===== src/rtl/bseq_pkg.sv =====
package bseq_pkg;
   typedef enum logic [1:0] {
      BS_IDLE  = 2'd0,
      BS_WRITE = 2'd1,
      BS_READ  = 2'd2,
      BS_DRAIN = 2'd3
   } bs_state_e;
endpackage


===== src/rtl/bseq_start_detect.sv =====
module bseq_start_detect #(
   parameter int unsigned ADDR_W = 16,
   parameter int unsigned CODE_W = 4,
   parameter int unsigned CODE   = 15,
   localparam int unsigned REG_W = ADDR_W - CODE_W
) (
   input  logic              idle_i,
   input  logic              strobe_i,
   input  logic [ADDR_W-1:0] addr_i,
   output logic              start_o,
   output logic [REG_W-1:0]  base_o
);
   logic code_hit;

   assign code_hit = (addr_i[ADDR_W-1 -: CODE_W] == CODE_W'(CODE));
   assign start_o  = idle_i & strobe_i & code_hit;
   assign base_o   = addr_i[REG_W-1:0];
endmodule


===== src/rtl/bseq_addr_gen.sv =====
module bseq_addr_gen #(
   parameter int unsigned REG_W = 12
) (
   input  logic             clk,
   input  logic             rst_n,
   input  logic             load_i,
   input  logic [REG_W-1:0] base_i,
   input  logic             step_i,
   input  logic             pair_i,
   output logic [REG_W-1:0] addr_o
);
   logic [REG_W-1:0] addr_q;
   logic             phase_q;

   always_ff @(posedge clk) begin
      if (!rst_n) begin
         addr_q  <= '0;
         phase_q <= 1'b0;
      end else if (load_i) begin
         addr_q  <= base_i;
         phase_q <= 1'b0;
      end else if (step_i) begin
         if (!pair_i || phase_q) addr_q <= addr_q + 1'b1;
         phase_q <= pair_i & ~phase_q;
      end
   end

   assign addr_o = addr_q;

   AST_PAIR_HOLD: assert property (@(posedge clk) disable iff (!rst_n)
      (step_i && !load_i && pair_i && !phase_q) |=> $stable(addr_o));
   AST_STEP_ONE: assert property (@(posedge clk) disable iff (!rst_n)
      (step_i && !load_i && !pair_i) |=> (addr_o == REG_W'($past(addr_o) + 1'b1)));
   AST_WRAP: assert property (@(posedge clk) disable iff (!rst_n)
      (step_i && !load_i && !pair_i && (addr_o == '1)) |=> (addr_o == '0));
endmodule


===== src/rtl/bseq_drive_pipe.sv =====
module bseq_drive_pipe #(
   parameter int unsigned LAT = 3
) (
   input  logic clk,
   input  logic rst_n,
   input  logic issue_i,
   output logic drive_o
);
   logic pend;

   generate
      if (LAT == 1) begin : g_single
         logic q;
         always_ff @(posedge clk) begin
            if (!rst_n) q <= 1'b0;
            else        q <= issue_i;
         end
         assign drive_o = q;
         assign pend    = q;
      end else begin : g_shift
         logic [LAT-1:0] sh;
         always_ff @(posedge clk) begin
            if (!rst_n) sh <= '0;
            else        sh <= {sh[LAT-2:0], issue_i};
         end
         assign drive_o = sh[LAT-1];
         assign pend    = |sh[LAT-2:0];
      end
   endgenerate

   AST_NO_STRAY_DRIVE: assert property (@(posedge clk) disable iff (!rst_n)
      (!issue_i && !pend) |=> !drive_o);
endmodule


===== src/rtl/burst_seq.sv =====
module burst_seq
   import bseq_pkg::*;
#(
   parameter int unsigned ADDR_W     = 16,
   parameter int unsigned CODE_W     = 4,
   parameter int unsigned BURST_CODE = 15,
   parameter int unsigned RD_LAT     = 3,
   parameter int unsigned GAP_CYC    = 2,
   localparam int unsigned REG_W     = ADDR_W - CODE_W,
   localparam int unsigned CNT_W     = $clog2(RD_LAT + GAP_CYC + 1)
) (
   input  logic              clk,
   input  logic              rst_n,
   input  logic              strobe_i,
   input  logic              read_i,
   input  logic              xhold_i,
   input  logic [ADDR_W-1:0] addr_i,
   output logic              busy_o,
   output logic              seq_own_o,
   output logic              seq_rd_o,
   output logic [REG_W-1:0]  seq_addr_o,
   output logic              wr_stb_o,
   output logic              rd_drv_o
);
   generate
      if (CODE_W < 1 || CODE_W >= ADDR_W) begin : g_bad_code
         $error("burst_seq: CODE_W must be between 1 and ADDR_W-1");
      end
      if (BURST_CODE >= (1 << CODE_W)) begin : g_bad_value
         $error("burst_seq: BURST_CODE does not fit in CODE_W bits");
      end
      if (RD_LAT < 1) begin : g_bad_lat
         $error("burst_seq: RD_LAT must be at least 1");
      end
      if (GAP_CYC < 2) begin : g_bad_gap
         $error("burst_seq: GAP_CYC must be at least 2");
      end
   endgenerate

   bs_state_e        state_q, state_d;
   logic             dir_q, pair_q;
   logic [CNT_W-1:0] cnt_q, cnt_d;
   logic             start;
   logic [REG_W-1:0] base;
   logic             idle, owning;

   assign idle   = (state_q == BS_IDLE);
   assign owning = (state_q == BS_WRITE) || (state_q == BS_READ);

   bseq_start_detect #(
      .ADDR_W (ADDR_W),
      .CODE_W (CODE_W),
      .CODE   (BURST_CODE)
   ) u_detect (
      .idle_i   (idle),
      .strobe_i (strobe_i),
      .addr_i   (addr_i),
      .start_o  (start),
      .base_o   (base)
   );

   bseq_addr_gen #(
      .REG_W (REG_W)
   ) u_addr (
      .clk    (clk),
      .rst_n  (rst_n),
      .load_i (start),
      .base_i (base),
      .step_i (owning),
      .pair_i (pair_q),
      .addr_o (seq_addr_o)
   );

   bseq_drive_pipe #(
      .LAT (RD_LAT)
   ) u_pipe (
      .clk     (clk),
      .rst_n   (rst_n),
      .issue_i (state_q == BS_READ),
      .drive_o (rd_drv_o)
   );

   always_comb begin
      state_d = state_q;
      cnt_d   = cnt_q;
      unique case (state_q)
         BS_IDLE: begin
            if (start) state_d = read_i ? BS_READ : BS_WRITE;
         end
         BS_WRITE: begin
            if (!strobe_i) state_d = BS_IDLE;
         end
         BS_READ: begin
            if (!strobe_i) begin
               state_d = BS_DRAIN;
               cnt_d   = CNT_W'(RD_LAT + GAP_CYC - 1);
            end
         end
         BS_DRAIN: begin
            if (cnt_q == '0) state_d = BS_IDLE;
            else             cnt_d   = cnt_q - 1'b1;
         end
         default: state_d = BS_IDLE;
      endcase
   end

   always_ff @(posedge clk) begin
      if (!rst_n) begin
         state_q <= BS_IDLE;
         cnt_q   <= '0;
         dir_q   <= 1'b0;
         pair_q  <= 1'b0;
      end else begin
         state_q <= state_d;
         cnt_q   <= cnt_d;
         if (start) begin
            dir_q  <= read_i;
            pair_q <= read_i & xhold_i;
         end
      end
   end

   assign busy_o    = !idle;
   assign seq_own_o = owning;
   assign seq_rd_o  = owning & dir_q;
   assign wr_stb_o  = (state_q == BS_WRITE);

   AST_START_TAKEN: assert property (@(posedge clk) disable iff (!rst_n)
      start |=> seq_own_o);
   AST_LAST_CYCLE: assert property (@(posedge clk) disable iff (!rst_n)
      (seq_own_o && !strobe_i) |=> !seq_own_o);
   AST_DIR_FIXED: assert property (@(posedge clk) disable iff (!rst_n)
      seq_own_o |=> (!seq_own_o || $stable(seq_rd_o)));
   AST_WR_NO_DRIVE: assert property (@(posedge clk) disable iff (!rst_n)
      wr_stb_o |-> !rd_drv_o);
   AST_GAP_FIRST: assert property (@(posedge clk) disable iff (!rst_n)
      $fell(rd_drv_o) |-> busy_o);
   AST_GAP_SECOND: assert property (@(posedge clk) disable iff (!rst_n)
      $fell(rd_drv_o) |=> busy_o);
   AST_DRAIN_NO_START: assert property (@(posedge clk) disable iff (!rst_n)
      (busy_o && !seq_own_o) |=> !seq_own_o);
endmodule


===== config.mk =====
export PLATFORM = sky130hd
export DESIGN_NAME = burst_seq
export DESIGN_NICKNAME = d
export VERILOG_FILES = /design/src/rtl/bseq_pkg.sv /design/src/rtl/bseq_start_detect.sv /design/src/rtl/bseq_addr_gen.sv /design/src/rtl/bseq_drive_pipe.sv /design/src/rtl/burst_seq.sv
export SDC_FILE = /design/constraint.sdc
export NUM_CORES = 1
export LEC_CHECK = 0
export ABC_CLOCK_PERIOD_IN_PS = 2200
export BUFFER_PORTS_ARGS = -buffer_cell sky130_fd_sc_hd__buf_2
export CAP_MARGIN = 20
export CORE_MARGIN = 2
export CORE_UTILIZATION = 50
export DETAILED_ROUTE_END_ITERATION = 8
export PLACE_DENSITY = 0.78
export SYNTH_ARGS = -nofsm -noshare
export SYNTH_HDL_FRONTEND = slang
export SYNTH_SLANG_ARGS = --single-unit

===== constraint.sdc =====
create_clock -name clk -period 2.2 [get_ports clk]
set_input_delay 0.44 -clock clk [delete_from_list [all_inputs] [get_ports clk]]
set_output_delay 0.44 -clock clk [all_outputs]
set_load 0.02 [all_outputs]

---- Word-level counts from Yosys, hierarchy flattened ----
Cells that the tools add are included.
Widths: inputs -> output; s select.
word-level totals
  flip-flop bits (word level) ............. 23
  logic and storage cells ................. 50
cells by class
  add/sub/neg operators ................... 2
  eq/ne operators ......................... 9
  multiplexer cells ....................... 12
  bitwise logic cells ..................... 7
  reductions and logical operators ........ 13
operators by type and width
  operator               number
  $mux 12                3
  $add 12x1->12 const B  1
  $mux 2                 5
  $ne 2x2->1 const B     5
  $pmux 2 s4             1
  $mux 3                 2
  $pmux 3 s2             1
  $reduce_bool 2->1      3
  $and 1x1->1            5
  $eq 2x2->1 const B     2
  $eq 4x4->1 const B     1
  $reduce_and 4->1       1
  $logic_not 3->1        1
  $reduce_and 3->1       1
  $sub 3x1->3 const B    1
  $eq 2x1->1 const B     1
  $logic_not 1->1        2
  $logic_not 2->1        1
  $logic_or 1x1->1       2
  $not 1->1              2
  $reduce_and 2->1       1
  $reduce_or 2->1        1

---- Logic depth before layout (Yosys ltp) ----
Gate-level depths: netlist of the first run.
  word-level depth ........................ 5
  depth in mapped cells ................... 8
  gate-level depth less buffers ........... 7

---- Modules after synthesis ----
From an unflattened synthesis of the first run, not the netlist that was laid out.
second synthesis, totals
  cells, all modules ...................... 162
  area total of the unflattened synthesis .. 1373.8 um^2
modules (own cells, without submodules)
  module             times used  cells an instance  area each (um^2)  seq. area each (um^2)
  bseq_addr_gen      1           87                 735.7             260.2
  burst_seq          1           54                 455.4             140.1
  bseq_start_detect  1           15                 103.8             0.0
  bseq_drive_pipe    1           6                  78.8              60.1

---- Least setup slack after synthesis of the first run ----
OpenSTA, ideal clock, no wires.
  path type ............................... flip-flop to flip-flop
  from .................................... register state_q[0]
  to ...................................... register u_addr.addr_q[8], in the netlist u_addr.addr_o[8]
  data arrival time ....................... 1.974 ns
  data required time ...................... 2.126 ns
  path slack .............................. 0.152 ns
  cell stages (with the launch flop) ...... 7
  period minus slack after synthesis ...... 2.048 ns
  cell sequence ........................... dfxtp_1 inv_1 ha_1 nand2_1 or4b_4 or3_1 a31oi_1
between the ends
  elaborated cells between the ends (all ways) .. 10
  those cells by class .................... eq/ne (2); mux (1); bitwise (2); reduce/logical (5)
RTL lines
  item                                             RTL line             text
  start, declared                                  burst_seq.sv:40      bs_state_e state_q, state_d;
  start signal, assigned                           burst_seq.sv:114     state_q <= state_d;
  $eq 2x1->1 / $eq 2x2->1 (equally long branches)  burst_seq.sv:48      assign owning = (state_q == BS_WRITE) || (state_q == BS_READ);
  $logic_or 1x1->1 *                               burst_seq.sv:48
  named net seq_own_o                              burst_seq.sv:19      output logic seq_own_o,
  $reduce_bool 2->1 (no line) *                    --
  $reduce_and 2->1 (no line) *                     --
  end signal, assigned                             bseq_addr_gen.sv:20  addr_q <= base_i;
  end signal, assigned                             bseq_addr_gen.sv:23  if (!pair_i || phase_q) addr_q <= addr_q + 1'b1;
  end, declared                                    bseq_addr_gen.sv:12  logic [REG_W-1:0] addr_q;
The timed path passes the listed nets; every way through them passes the cells marked *.
A chain may end at the register's enable or synchronous reset.

---- Final worst setup path of the first run ----
  from .................................... register state_q[1]
  to ...................................... register u_addr.addr_q[8], in the netlist u_addr.addr_o[8]
between the ends
  longest elaborated chain between the ends .. 5
  elaborated cells between the ends (all ways) .. 10
  those cells by class .................... eq/ne (2); mux (1); bitwise (2); reduce/logical (5)
ends and longest elaborated chain
  item                         RTL line                 text
  $logic_not 2->1              burst_seq.sv:47          assign idle = (state_q == BS_IDLE);
  $and 1x1->1 (2 in a row)     bseq_start_detect.sv:16  assign start_o = idle_i & strobe_i & code_hit;
  $reduce_bool 2->1 (no line)  --
  $reduce_and 2->1 (no line)   --
Parallel ways exist; a longest one is shown, timed or not.

==> reports/results.ini, run 1 <==
[logic_synthesis]
ys_top_cells_by_area=sky130_fd_sc_hd__dfxtp_1 (38%), sky130_fd_sc_hd__ha_1 (8.3%), sky130_fd_sc_hd__o21ai_0 (5.4%)
flops_latches_synth=23
post-synth-top-area-cell=sky130_fd_sc_hd__dfxtp_1
synthesis.nets=166
netlist-cell-type-count=34
synthesis.instances=137
yosys_warnings=0
synth_area_sq_mm=0.00120
synth_sequential_area_ratio=0.382
postSynthAreaPerCell_sq_um=8.79
synth_top_cell_area_share=0.382

[cts]
cts_buffer_depth=2
path_clk_slew_ps=120
cts.htree.levels=1
ctsHoldBuffers=0
cts_tree=yes
insertion_delay_ps=310
cts_num_sinks=23
cts_root_buffer=sky130_fd_sc_hd__clkbuf_4
cts_inserted_buffers=3

[floorplan]
floorplan.core_area_sq_mm=0.00225
initial_core_util=0.534
die-area_sq_mm=0.00282
cell_row_count=17
io_pins=38
die_x_microns=53.1
dieHeight_microns=53.1

[grt]
antenna_found_initial=0
largest_net_degree_at_the_start_of_global_routing=28
first_global_vias=1059
grt_remaining_overflow=0
grt_first_pass_wirelength_microns=4490
global_route.usage.total=0.220

[timing]
fin_skew_ps=1.23
finalHoldWorstSlack_ps=392
tightest_slew_ps=464
final_hold_viol_count=0
grt_setup_unrepaired=false
fin_crit_sh=0.937
post-route-min-period_ps=2060
timing.final.setup_violations=0
finalSetupTns_ps=0
maxSlewHeadroom=0.690
setup_ws_ps=138
max_freq_mhz=485
timing_max_transition_violations_final=0

[worst_hold_path]
min_delay_path_depth=3
min_path_type=input port to flip-flop
hold_path_end=dir_q
holdCritStartpoint=read_i

[worst_setup_path]
cp.required_ps=2450
setup.worst_path.class=flip-flop to flip-flop
worst_r2r_setup_slack_ps=140
critPathArrivalTime_ps=2310
critical_path.startpoint_type=flip-flop
cp-end-kind=flip-flop
reg2reg_from=state_q[1]
cp_max_fo=8
reg2regPathDepth=6
critical_path.reg2reg.endpoint=u_addr.addr_o[8]

[finish]
nNetsFinal=204
multiInputGateArea_sq_um=706
layout.cells.non_filler=202
layout.area.seq_sq_um=462
area_delta_synth_final_pct=20.5
layout.cell_area.non_filler_sq_mm=0.00145
post_route_cells_drive_above_1_share=0.287
fillerInstances=209
antenna_cells=0

[route]
routed_via_density=5.63
avgRoutedWirePerCell_microns=13.8
drtPass1Iterations=4
detail_route.drc_violations=0
detailroute.via_count=1137
ant_nets=0
drt_first_iter_violations=15
drt-total-wl_microns=2790

[power_and_ir_drop]
power-per-cell-area_mw_per_mm2=901
worst_case_vdd_ir_drop_mv=0.535
power_leakage_nw=0.614

[place]
placedCellCount=198
preCtsSetupSlack_ps=81.9
place_congestion=0.766
post-dp-hpwl_microns=2080
io_buffers=37
postPlaceCellArea_sq_mm=0.00141

[run_status]
run_status=complete, no violations

[flow_run]
drv_cap=0

## Yosys cell counts
library cell,count
sky130_fd_sc_hd__dfxtp_1,23
sky130_fd_sc_hd__o21ai_0,13
sky130_fd_sc_hd__a21oi_1,10
sky130_fd_sc_hd__inv_1,9
sky130_fd_sc_hd__nor2_1,9
sky130_fd_sc_hd__ha_1,8
sky130_fd_sc_hd__nand2_1,8
sky130_fd_sc_hd__nand4_1,5
sky130_fd_sc_hd__xor2_1,5
sky130_fd_sc_hd__a311oi_1,4
sky130_fd_sc_hd__a31oi_1,4
sky130_fd_sc_hd__and2_1,4
sky130_fd_sc_hd__clkbuf_1,4
sky130_fd_sc_hd__nand3_1,4
sky130_fd_sc_hd__mux2i_1,3
sky130_fd_sc_hd__o31ai_1,3
sky130_fd_sc_hd__o21a_1,2
sky130_fd_sc_hd__or3_1,2
sky130_fd_sc_hd__or4_1,2
sky130_fd_sc_hd__a211oi_1,1
sky130_fd_sc_hd__a22o_1,1
sky130_fd_sc_hd__and3_2,1
sky130_fd_sc_hd__clkinv_1,1
sky130_fd_sc_hd__mux2_2,1
sky130_fd_sc_hd__nand2b_1,1
sky130_fd_sc_hd__nand4_2,1
sky130_fd_sc_hd__nand4_4,1
sky130_fd_sc_hd__nor2b_1,1
sky130_fd_sc_hd__nor3_1,1
sky130_fd_sc_hd__o2111a_1,1
sky130_fd_sc_hd__o221a_2,1
sky130_fd_sc_hd__or2_2,1
sky130_fd_sc_hd__or4b_4,1
sky130_fd_sc_hd__xnor2_1,1
## metal layers
metal | vias up | routed length [microns] | track usage
met5 | - | 0 | 0
met4 | 0 | 53 | 0.0769
met3 | 8 | 150 | 0.0621
met2 | 33 | 1320 | 0.358
met1 | 518 | 1270 | 0.275
li1 | 578 | - | -
## sequential cells by signal, indices dropped and copies added, names as in the netlist
name               flops
cnt_q                  3
dir_q                  1
pair_q                 1
state_q                2
u_addr.addr_o         12
u_addr.phase_q         1
u_pipe.g_shift.sh      3
## final cells by class
type,count,share of cell area
inverters,10,0.0259
multi-input cells,100,0.486
flip-flops and latches,23,0.318
well taps,28,0.0241
clock buffers,4,0.0181
repair buffers,37,0.128
## cell usage in the layout (no fill, tap or decap), drive strengths merged, types with 2 or more instances in the layout
cell type,Yosys,final
dfxtp,23,23
inv,9,9
a31oi,4,4
a21oi,10,10
clkbuf,4,4
and2,4,4
nand4,7,7
or3,2,2
nand3,4,4
ha,8,8
o21a,2,2
or4,2,2
a311oi,4,4
xor2,5,5
buf,0,37
nand2,8,8
o31ai,3,3
o21ai,13,13
mux2i,3,3
nor2,9,9
## how the worst max path moves through the flow
stage,end,cells past startpoint,start
6_report,u_addr.addr_o[8],6,state_q[1]
5_1_grt,u_addr.addr_o[8],6,state_q[1]
4_1_cts,u_addr.addr_o[11],6,state_q[0]
3_5_place_dp,u_addr.addr_o[11],6,state_q[0]
3_3_place_gp,u_addr.addr_o[9],6,state_q[0]
2_1_floorplan,u_addr.addr_o[8],6,state_q[0]
## report_power, final
part	total, mW	internal [mW]	switching (mW)
registers	0.540	0.479	0.0613
clock network	0.194	0.0709	0.123
logic	0.574	0.233	0.341
## critical path: stages (launching register included)
cell and delay, ps:
sky130_fd_sc_hd__dfxtp_1 400, sky130_fd_sc_hd__inv_1 100, sky130_fd_sc_hd__ha_2 410, sky130_fd_sc_hd__nand2_1 90, sky130_fd_sc_hd__or4b_4 530, sky130_fd_sc_hd__or3_1 320, sky130_fd_sc_hd__a31oi_1 160
## repair_timing
| action | 4_1_cts | 5_1_grt |
|---|---|---|
| setup buffers | 0 | 0 |
| setup endpoints to repair | 0 | 4 |
| resized for setup | 0 | 4 |
## metrics by stage
| stage | utilization | power (mW) |
|---|---|---|
| floorplan | - | 0.948 |
| global placement | 0.625 | 1.07 |
| detailed placement | 0.625 | 1.10 |
| CTS | 0.637 | 1.29 |
| global route | 0.644 | 1.41 |
| finish | 0.644 | 1.31 |
## cells by family after synthesis
group | synth area share
buffers and inverters | 0.0436
multiplexers | 0.0343
XOR/XNOR | 0.0436
adder cells (fa/ha/maj) | 0.0831
AND/OR/NAND/NOR | 0.205
AO/OA/AOI/OAI | 0.209
flip-flops | 0.382
No activity file was read; power rests on OpenSTA's default activity.
==> run 2, diff against run 1 <==
--- a/config.mk
+++ b/config.mk
@@ -11,6 +11,7 @@
 export CORE_MARGIN = 2
 export CORE_UTILIZATION = 50
 export DETAILED_ROUTE_END_ITERATION = 8
+export MAX_ROUTING_LAYER = met4
 export PLACE_DENSITY = 0.78
 export SYNTH_ARGS = -nofsm -noshare
 export SYNTH_HDL_FRONTEND = slang
==> run 2 against run 1 <==
First-iteration DRC count unchanged. Register-to-register slack about the same. Via count increased by 0.79%. Final cell count unchanged. Utilization unchanged. Clock-buffer cell count unchanged. Largest cell class unchanged.
==> reports/results.ini, run 2 (synthesis results as in run 1) <==
[floorplan]
die-area_sq_mm=0.00282
io_pins=38
die_x_microns=53.1
initial_core_util=0.534
cell_row_count=17
dieHeight_microns=53.1
floorplan.core_area_sq_mm=0.00225

[flow_run]
drv_cap=0

[cts]
cts.htree.levels=1
insertion_delay_ps=310
cts_inserted_buffers=3
cts_tree=yes
cts_num_sinks=23
path_clk_slew_ps=120
cts_root_buffer=sky130_fd_sc_hd__clkbuf_4
cts_buffer_depth=2
post-cts-setup-buffer-count=0
ctsHoldBuffers=0

[power_and_ir_drop]
worst_case_vdd_ir_drop_mv=0.534
power_leakage_nw=0.614
power-per-cell-area_mw_per_mm2=897
total_power_mw=1.30

[finish]
antenna_cells=0
layout.core_utilization=0.644
flip_flop_count_of_the_largest_register_all_copies_and_words_added=12
area_delta_synth_final_pct=20.5
mostFrequentLayoutCells=sky130_fd_sc_hd__buf_2 (37), sky130_fd_sc_hd__dfxtp_1 (22), sky130_fd_sc_hd__o21ai_0 (13)
post_route_cells_drive_above_1_share=0.287
layout_commonest_cell=sky130_fd_sc_hd__buf_2
nNetsFinal=204

[route]
detail_route.drc_violations=0
avgRoutedWirePerCell_microns=13.7
detailroute.via_count=1146
drtPass1Iterations=4
drt-total-wl_microns=2780
drt_first_iter_violations=15
ant_nets=0
routed_via_density=5.67

[worst_setup_path]
cp_max_fo=8
critical-path-max-stage-delay_ps=530
setup.worst_path.class=flip-flop to flip-flop
critical_path.startpoint_type=flip-flop
critPathArrivalTime_ps=2300
cp-end-kind=flip-flop
timing.critical_path.cells=inv_1 > ha_2 > nand2_1 > or4b_4 > or3_1 > a31oi_1
critical-path-slowest-cell=sky130_fd_sc_hd__or4b_4
cp.required_ps=2450
worst_r2r_setup_slack_ps=150

[place]
post-dp-hpwl_microns=2080
place_congestion=0.776
io_buffers=37

[grt]
largest_net_degree_at_the_start_of_global_routing=28
first_global_vias=1057
antenna_found_initial=0
global_route.usage.total=0.226
grt_remaining_overflow=0
grt_first_pass_wirelength_microns=4520

[timing]
final_hold_viol_count=0
timing.final.setup_violations=0
timing_max_transition_violations_final=0
post-route-min-period_ps=2050
maxSlewHeadroom=0.693
finalSetupTns_ps=0
tightest_slew_ps=461
max_freq_mhz=487
grt_setup_unrepaired=false
fin_skew_ps=3.76
fin_crit_sh=0.934

[run_status]
run_status=complete, no violations

[worst_hold_path]
min_path_type=input port to flip-flop

## run 2: cell counts in the layout (fill, tap and decap cells not counted)
Identical to the previous run, type by type.
## run 2: final timing paths
| path | start | end | cells past startpoint |
|---|---|---|---|
| max | state_q[1] | u_addr.addr_o[8] | 6 |
| min | addr_i[7] | u_addr.addr_o[7] | 2 |
| min reg2reg | u_pipe.g_shift.sh[1] | u_pipe.g_shift.sh[2] | 1 |
| max reg2reg | state_q[1] | u_addr.addr_o[8] | 6 |
## run 2: final cells by class
type	instances	area [sq um]
clock buffer	4	26.3
fill	209	803
inverter	10	37.5
multi-input combinational	100	706
sequential	23	462
tap	28	35.0
timing repair buffer	37	185
## run 2: what timing repair did
item / CTS / global route
gates resized for setup: 0 / 4
setup endpoints to repair: 0 / 4
endpoints found under the hold margin: 0 / 0
## run 2: per-stage QoR
step | hold WS [ps] | cell area (sq um) | cells | worst slack (ps)
after floorplan | 412 | 1200 | 137 | 152
after global placement | 418 | 1410 | 198 | 209
after detailed placement | 431 | 1410 | 198 | 81.9
after CTS | 388 | 1440 | 202 | 50.7
after global routing | 384 | 1450 | 202 | 27.8
final | 396 | 1450 | 202 | 146
## run 2: report_power, final
part | total (mW) | internal, mW | leakage [nW] | switching (mW)
Combinational | 0.571 | 0.232 | 0.412 | 0.339
Sequential | 0.540 | 0.479 | 0.187 | 0.0611
Clock | 0.191 | 0.0709 | 0.0150 | 0.120
## run 2: per-layer routing
layer	vias to the layer above	part of all wire	GRT usage	wire [microns]
met4	0	0.015	0.0684	42
met5	-	0	-	0
met1	524	0.45	0.279	1250
met2	35	0.48	0.363	1340
met3	7	0.053	0.0621	146
li1	580	-	-	-
## run 2: critical path, delay by kind of cell, from the launching register on
kind / cells / cell delay (ps)
fa+ha+maj: 1 / 410
buf+inv: 1 / 100
simple gates: 3 / 940
compound gates: 1 / 160
flops: 1 / 400
